### src/rtl/cct_pkg.sv
package cct_pkg;

  typedef enum logic [1:0] {
    EDGE_NONE = 2'b00,
    EDGE_RISE = 2'b01,
    EDGE_FALL = 2'b10,
    EDGE_BOTH = 2'b11
  } edge_sel_e;

  typedef struct packed {
    logic      hi_src_ext;
    logic      xen_hi;
    logic      xen_lo;
    edge_sel_e hi_edge;
    edge_sel_e lo_edge;
  } ctrl_t;

  localparam int CTRL_W = $bits(ctrl_t);

  localparam logic [2:0] ADR_CNT_LO = 3'd0;
  localparam logic [2:0] ADR_CNT_HI = 3'd1;
  localparam logic [2:0] ADR_CAP_LO = 3'd2;
  localparam logic [2:0] ADR_CAP_HI = 3'd3;
  localparam logic [2:0] ADR_CTRL   = 3'd4;

  function automatic logic edge_hit(edge_sel_e sel, logic rise, logic fall);
    return (sel[0] & rise) | (sel[1] & fall);
  endfunction

endpackage

### src/rtl/cct_edge_sync.sv
module cct_edge_sync #(
  parameter int STAGES = 2
) (
  input  logic clk,
  input  logic rst_n,
  input  logic pin,
  output logic rise,
  output logic fall
);

  logic [STAGES-1:0] chain_q, chain_d;
  logic              prev_q, prev_d;

  always_comb begin
    chain_d = {chain_q[STAGES-2:0], pin};
    prev_d  = chain_q[STAGES-1];
  end

  always_ff @(posedge clk or negedge rst_n) begin
    if (!rst_n) begin
      chain_q <= '0;
      prev_q  <= 1'b0;
    end else begin
      chain_q <= chain_d;
      prev_q  <= prev_d;
    end
  end

  assign rise = chain_q[STAGES-1] & ~prev_q;
  assign fall = ~chain_q[STAGES-1] & prev_q;

endmodule

### src/rtl/cct_trigger.sv
module cct_trigger
  import cct_pkg::*;
(
  input  ctrl_t ctrl,
  input  logic  lo_rise,
  input  logic  lo_fall,
  input  logic  hi_rise,
  input  logic  hi_fall,
  input  logic  ch0_event,
  output logic  cap_lo_stb,
  output logic  cap_hi_stb
);

  logic lo_own, lo_cross, hi_own, hi_cross;

  always_comb begin
    lo_own   = edge_hit(ctrl.lo_edge, lo_rise, lo_fall);
    lo_cross = ctrl.xen_lo & edge_hit(ctrl.lo_edge, hi_rise, hi_fall);
    hi_own   = edge_hit(ctrl.hi_edge, hi_rise, hi_fall);
    hi_cross = ctrl.xen_hi & edge_hit(ctrl.hi_edge, lo_rise, lo_fall);

    cap_lo_stb = lo_own | lo_cross;
    if (ctrl.hi_src_ext) cap_hi_stb = ch0_event;
    else                 cap_hi_stb = hi_own | hi_cross;
  end

endmodule

### src/rtl/cct_counter.sv
module cct_counter #(
  parameter int W = 16
) (
  input  logic         clk,
  input  logic         rst_n,
  input  logic         tick,
  input  logic         wr_lo,
  input  logic         wr_hi,
  input  logic [W-1:0] wr_data,
  output logic [W-1:0] cnt_lo,
  output logic [W-1:0] cnt_hi
);

  localparam logic [W-1:0] ALL_ONES = {W{1'b1}};

  logic [W-1:0] lo_d, hi_d;
  logic         lo_en, hi_en, carry;

  always_comb begin
    carry = tick & (cnt_lo == ALL_ONES) & ~wr_lo;
    lo_en = wr_lo | tick;
    hi_en = wr_hi | carry;
    lo_d  = wr_lo ? wr_data : cnt_lo + 1'b1;
    hi_d  = wr_hi ? wr_data : cnt_hi + 1'b1;
  end

  always_ff @(posedge clk or negedge rst_n) begin
    if (!rst_n) begin
      cnt_lo <= '0;
      cnt_hi <= '0;
    end else begin
      if (lo_en) cnt_lo <= lo_d;
      if (hi_en) cnt_hi <= hi_d;
    end
  end

endmodule

### src/rtl/cascade_capture_timer.sv
module cascade_capture_timer
  import cct_pkg::*;
#(
  parameter int CNT_W       = 16,
  parameter int ADDR_W      = 3,
  parameter int SYNC_STAGES = 2
) (
  input  logic              clk,
  input  logic              rst_n,
  input  logic              wr_en,
  input  logic [ADDR_W-1:0] wr_addr,
  input  logic [CNT_W-1:0]  wr_data,
  input  logic [ADDR_W-1:0] rd_addr,
  output logic [CNT_W-1:0]  rd_data,
  input  logic              pin_lo,
  input  logic              pin_hi,
  input  logic              ch0_event,
  input  logic              count_tick
);

  localparam int NPIN = 2;

  // reset: asserted asynchronously, released on the clock
  logic [1:0] rst_pipe;
  logic       rst_sync_n;

  always_ff @(posedge clk or negedge rst_n) begin
    if (!rst_n) rst_pipe <= 2'b00;
    else        rst_pipe <= {rst_pipe[0], 1'b1};
  end
  assign rst_sync_n = rst_pipe[1];

  // address decode
  logic wr_cnt_lo, wr_cnt_hi, wr_ctrl;
  always_comb begin
    wr_cnt_lo = wr_en & (wr_addr == ADDR_W'(ADR_CNT_LO));
    wr_cnt_hi = wr_en & (wr_addr == ADDR_W'(ADR_CNT_HI));
    wr_ctrl   = wr_en & (wr_addr == ADDR_W'(ADR_CTRL));
  end

  // control register
  ctrl_t ctrl_q, ctrl_d;
  always_comb ctrl_d = ctrl_t'(wr_data[CTRL_W-1:0]);

  always_ff @(posedge clk or negedge rst_sync_n) begin
    if (!rst_sync_n)  ctrl_q <= '0;
    else if (wr_ctrl) ctrl_q <= ctrl_d;
  end

  // pin synchronizers, index 0 = low channel, 1 = high channel
  logic [NPIN-1:0] pin_vec, rise_vec, fall_vec;
  assign pin_vec = {pin_hi, pin_lo};

  for (genvar g = 0; g < NPIN; g++) begin : g_sync
    cct_edge_sync #(.STAGES(SYNC_STAGES)) u_sync (
      .clk  (clk),
      .rst_n(rst_sync_n),
      .pin  (pin_vec[g]),
      .rise (rise_vec[g]),
      .fall (fall_vec[g])
    );
  end

  logic cap_lo_stb, cap_hi_stb;
  cct_trigger u_trig (
    .ctrl      (ctrl_q),
    .lo_rise   (rise_vec[0]),
    .lo_fall   (fall_vec[0]),
    .hi_rise   (rise_vec[1]),
    .hi_fall   (fall_vec[1]),
    .ch0_event (ch0_event),
    .cap_lo_stb(cap_lo_stb),
    .cap_hi_stb(cap_hi_stb)
  );

  logic [CNT_W-1:0] cnt_lo, cnt_hi;
  cct_counter #(.W(CNT_W)) u_cnt (
    .clk    (clk),
    .rst_n  (rst_sync_n),
    .tick   (count_tick),
    .wr_lo  (wr_cnt_lo),
    .wr_hi  (wr_cnt_hi),
    .wr_data(wr_data),
    .cnt_lo (cnt_lo),
    .cnt_hi (cnt_hi)
  );

  // capture registers take the pre-increment count
  logic [CNT_W-1:0] cap_lo_q, cap_hi_q, cap_lo_d, cap_hi_d;
  always_comb begin
    cap_lo_d = cnt_lo;
    cap_hi_d = cnt_hi;
  end

  always_ff @(posedge clk or negedge rst_sync_n) begin
    if (!rst_sync_n) begin
      cap_lo_q <= '0;
      cap_hi_q <= '0;
    end else begin
      if (cap_lo_stb) cap_lo_q <= cap_lo_d;
      if (cap_hi_stb) cap_hi_q <= cap_hi_d;
    end
  end

  // read port
  always_comb begin
    rd_data = '0;
    unique case (rd_addr)
      ADDR_W'(ADR_CNT_LO): rd_data = cnt_lo;
      ADDR_W'(ADR_CNT_HI): rd_data = cnt_hi;
      ADDR_W'(ADR_CAP_LO): rd_data = cap_lo_q;
      ADDR_W'(ADR_CAP_HI): rd_data = cap_hi_q;
      ADDR_W'(ADR_CTRL):   rd_data = CNT_W'(ctrl_q);
      default:             rd_data = '0;
    endcase
  end

endmodule

### config.mk
export PLATFORM = sky130hd
export DESIGN_NAME = cascade_capture_timer
export DESIGN_NICKNAME = d
export VERILOG_FILES = /design/src/rtl/cct_pkg.sv /design/src/rtl/cct_edge_sync.sv /design/src/rtl/cct_trigger.sv /design/src/rtl/cct_counter.sv /design/src/rtl/cascade_capture_timer.sv
export SDC_FILE = /design/constraint.sdc
export NUM_CORES = 1
export LEC_CHECK = 0
export BUFFER_PORTS_ARGS = -buffer_cell sky130_fd_sc_hd__buf_2
export CORE_ASPECT_RATIO = 0.8
export CORE_UTILIZATION = 40
export DETAILED_ROUTE_END_ITERATION = 8
export GPL_TIMING_DRIVEN = 0
export PLACE_DENSITY = 0.67
export SLEW_MARGIN = 20
export SYNTH_ARGS = -nofsm -noshare
export SYNTH_HDL_FRONTEND = slang
export SYNTH_HIERARCHICAL = 1
export SYNTH_SLANG_ARGS = --single-unit
### constraint.sdc
create_clock -name clk -period 2.8 [get_ports clk]
set_input_delay 0.28 -clock clk [delete_from_list [all_inputs] [get_ports clk]]
set_output_delay 0.28 -clock clk [all_outputs]
set_load 0.05 [all_outputs]
==> flow_metrics.env <==
export IMPL_ant_nets=0
export IMPL_synth_nets=417
export IMPL_cts_resized=0
export IMPL_diodes=0
export IMPL_synthArstFlopShare=1.000
export IMPL_grt_ovfl_total=0
export IMPL_cts_sinks=79
export IMPL_finalCriticalPeriod_ps=2154
export IMPL_relSlewSlack=0.3840
export IMPL_critPathLaunchType="input port"
export IMPL_skew_ps=6.840
export IMPL_setup_viol=0
export IMPL_netlist_area_um2=4303
export IMPL_synth_top_area_frac=0.4594
export IMPL_nets=472
export IMPL_yosysSeqAreaShare=0.4594
export IMPL_die_area_um2=11180
export IMPL_cts_buffers=9
export IMPL_rsz0062_at_grt="no"
export IMPL_synth_area_leader_cell="dfrtp_1"
export IMPL_ys_flop_type="dfrtp_1"
export IMPL_grt_util_all_layers=0.2204
export IMPL_hp_class="input port to register"
export IMPL_drtIter0Drc=342
export IMPL_synth_cell_types=51
export IMPL_hold_buffers=1
export IMPL_grt_first_pass_wirelength_um=18270
export IMPL_clk_latency_ps=340
export IMPL_fin_cells=586
export IMPL_path_cells="buf_2 -> buf_2 -> clkbuf_1 -> o22ai_1 -> buf_2"
export IMPL_whs_ps=45.29
export IMPL_slowest_stage="clkbuf_1"
export IMPL_fin_crit_sh=0.7693
export IMPL_path_buf_inv=4
export IMPL_fin_setup_tns_ps=0
export IMPL_cts_setup_buffers=0
export IMPL_critPathArrivalTime_ps=1870
export IMPL_rows=33
export IMPL_totalWireLength_um=11560
export IMPL_synth_edf_count=0
export IMPL_dp_cells=569
export IMPL_p_per_area_nw_per_um2=876.4
export IMPL_synth_most_common_cell="dfrtp_1"
export IMPL_wl_per_cell_um=19.73
export IMPL_synth_seq_cells=79
export IMPL_avgSynthCellArea_um2=11.15
export IMPL_path_max_fanout=10
export IMPL_fill_cells=982
export IMPL_grt_pass1_vias=3268
export IMPL_crit_type="input port to primary output"
export IMPL_max_stage_delay_ps=730
export IMPL_slew_violations=0
export IMPL_drc=0
export IMPL_antenna_found_initial=0
export IMPL_vdd_drop_max_mv=0.4152
export IMPL_clk_path_buf_depth=2
export IMPL_required_ps=2520
export IMPL_max_freq_mhz=464.2
export IMPL_cts_root_buffer="clkbuf_16"
export IMPL_initial_core_util=0.4152
export IMPL_grt_max_degree=40
export IMPL_ys_top_cells_by_count="79 x dfrtp_1, 45 x mux2_2, 26 x nand2_1"
export IMPL_layout_drive_gt1_share=0.2915
export IMPL_clk_pin_slew_worst_paths_ps=60
export IMPL_worst_setup_path_end_kind="primary output"
export IMPL_cpMostUsedCell="buf_2"
export IMPL_area_growth_pct=17.04
export IMPL_dr_pass1_iters=5
export IMPL_outcome="finished clean"
export IMPL_die_y_um=94.77
export IMPL_vias_per_cell=5.807
export IMPL_p_leak_nw=2.039
export IMPL_finish_utilization=0.4859
export IMPL_fp_dieW_um=118.0
export IMPL_synthCells=386
export IMPL_io_pins=45
export IMPL_ys_warn_count=6
export IMPL_h_tree_depth=3
export IMPL_vias=3403
export IMPL_finalHoldViolations=0
export IMPL_io_buffers=42
export IMPL_worst_pin_slew_ps=924.0
export IMPL_ys_top_cells_by_area="dfrtp_1 46%, mux2_2 12%, mux4_1 3.7%"
export IMPL_gp_congestion=0.8216
export IMPL_core_area_um2=10360
export IMPL_cap_violations=0
export IMPL_dp_hpwl_um=8229
export IMPL_cts_tree="yes"
export IMPL_cp_top_family="buffers and inverters"
## layout make-up
cell class | count | area (µm²) | area share
Clock inverter | 6 | 85.08 | 0.01689
Tap cell | 140 | 175.2 | 0.03478
Timing Repair Buffer | 44 | 240.2 | 0.04770
Inverter | 8 | 30.03 | 0.005963
Buffer | 25 | 141.4 | 0.02807
Sequential cell | 79 | 1981 | 0.3933
Clock buffer | 10 | 229.0 | 0.04547
Multi-Input combinational cell | 274 | 2155 | 0.4278
## cells by family after synthesis
kind of cell | after synthesis | share of synthesized area
other cells | 1 | 0.0008715
mux | 57 | 0.1771
buf+inv | 33 | 0.03984
flops | 79 | 0.4594
compound gates | 78 | 0.1183
fa+ha+maj | 2 | 0.005815
xor+xnor | 11 | 0.02239
simple gates | 125 | 0.1762
## routing by layer
layer	vias up	global-route usage	wire (µm)
met5	-	0	0
li1	1566	-	-
met1	1703	0.3135	5418
met4	0	0.03846	73
met3	9	0.05676	792
met2	125	0.3422	5279
## through the flow
step	instance area, µm²	setup WS (ps)	power (mW)
finish	5036	646.0	4.413
global route	5036	590.5	4.646
CTS	5036	672.5	4.426
detailed placement	4712	614.4	3.170
global placement	4688	-459.0	3.100
floorplan	4303	436.9	2.803
## state kept, by name (all words and copies together), names as in the netlist
| register | cells |
|---|---|
| rst_pipe | 2 |
| cap_lo_q | 16 |
| g_sync.u_sync/prev_q | 2 |
| u_cnt/cnt_hi | 16 |
| g_sync.u_sync/chain_q | 4 |
| u_cnt/cnt_lo | 16 |
| ctrl_q | 7 |
| cap_hi_q | 16 |
## cells in the final DEF, fill, tap and decap left out, drive strengths merged, types with 12 or more instances in the layout
cell type and n:
clkbuf 21, or4 15, mux2 45, nor2 19, nor2b 12, buf 57
dfrtp 79, o21ai 15, nand2 26, o31ai 15, a31oi 17
## path summary, 6_finish.rpt
| path | end | start | cells after the start | slack (ps) |
|---|---|---|---|---|
| setup reg to reg | u_cnt/cnt_hi[2]$_DFFE_PN0P_ | u_cnt/cnt_lo[1]$_DFFE_PN0P_ | 7 | 740 |
| min in group asynchronous | rst_pipe[0]$_DFF_PN0_ | rst_n | 2 | 250 |
| setup / recovery | rd_data[6] | rd_addr[2] | 5 | 650 |
| max in group asynchronous | cap_hi_q[10]$_DFFE_PN0P_ | rst_pipe[1]$_DFF_PN0_ | 1 | 1900 |
| hold reg to reg | u_cnt/cnt_lo[14]$_DFFE_PN0P_ | rst_pipe[1]$_DFF_PN0_ | 0 | 310 |
| hold / removal | g_sync[0].u_sync/chain_q[0]$_DFF_PN0_ | pin_lo | 1 | 50 |
## power breakdown
| part | leakage [nW] | switching, mW | internal [mW] |
|---|---|---|---|
| Sequential | 0.921 | 0.365 | 1.52 |
| Combinational | 0.970 | 0.648 | 0.634 |
| Clock | 0.148 | 0.465 | 0.777 |
Power figures use the tool's default switching activity.
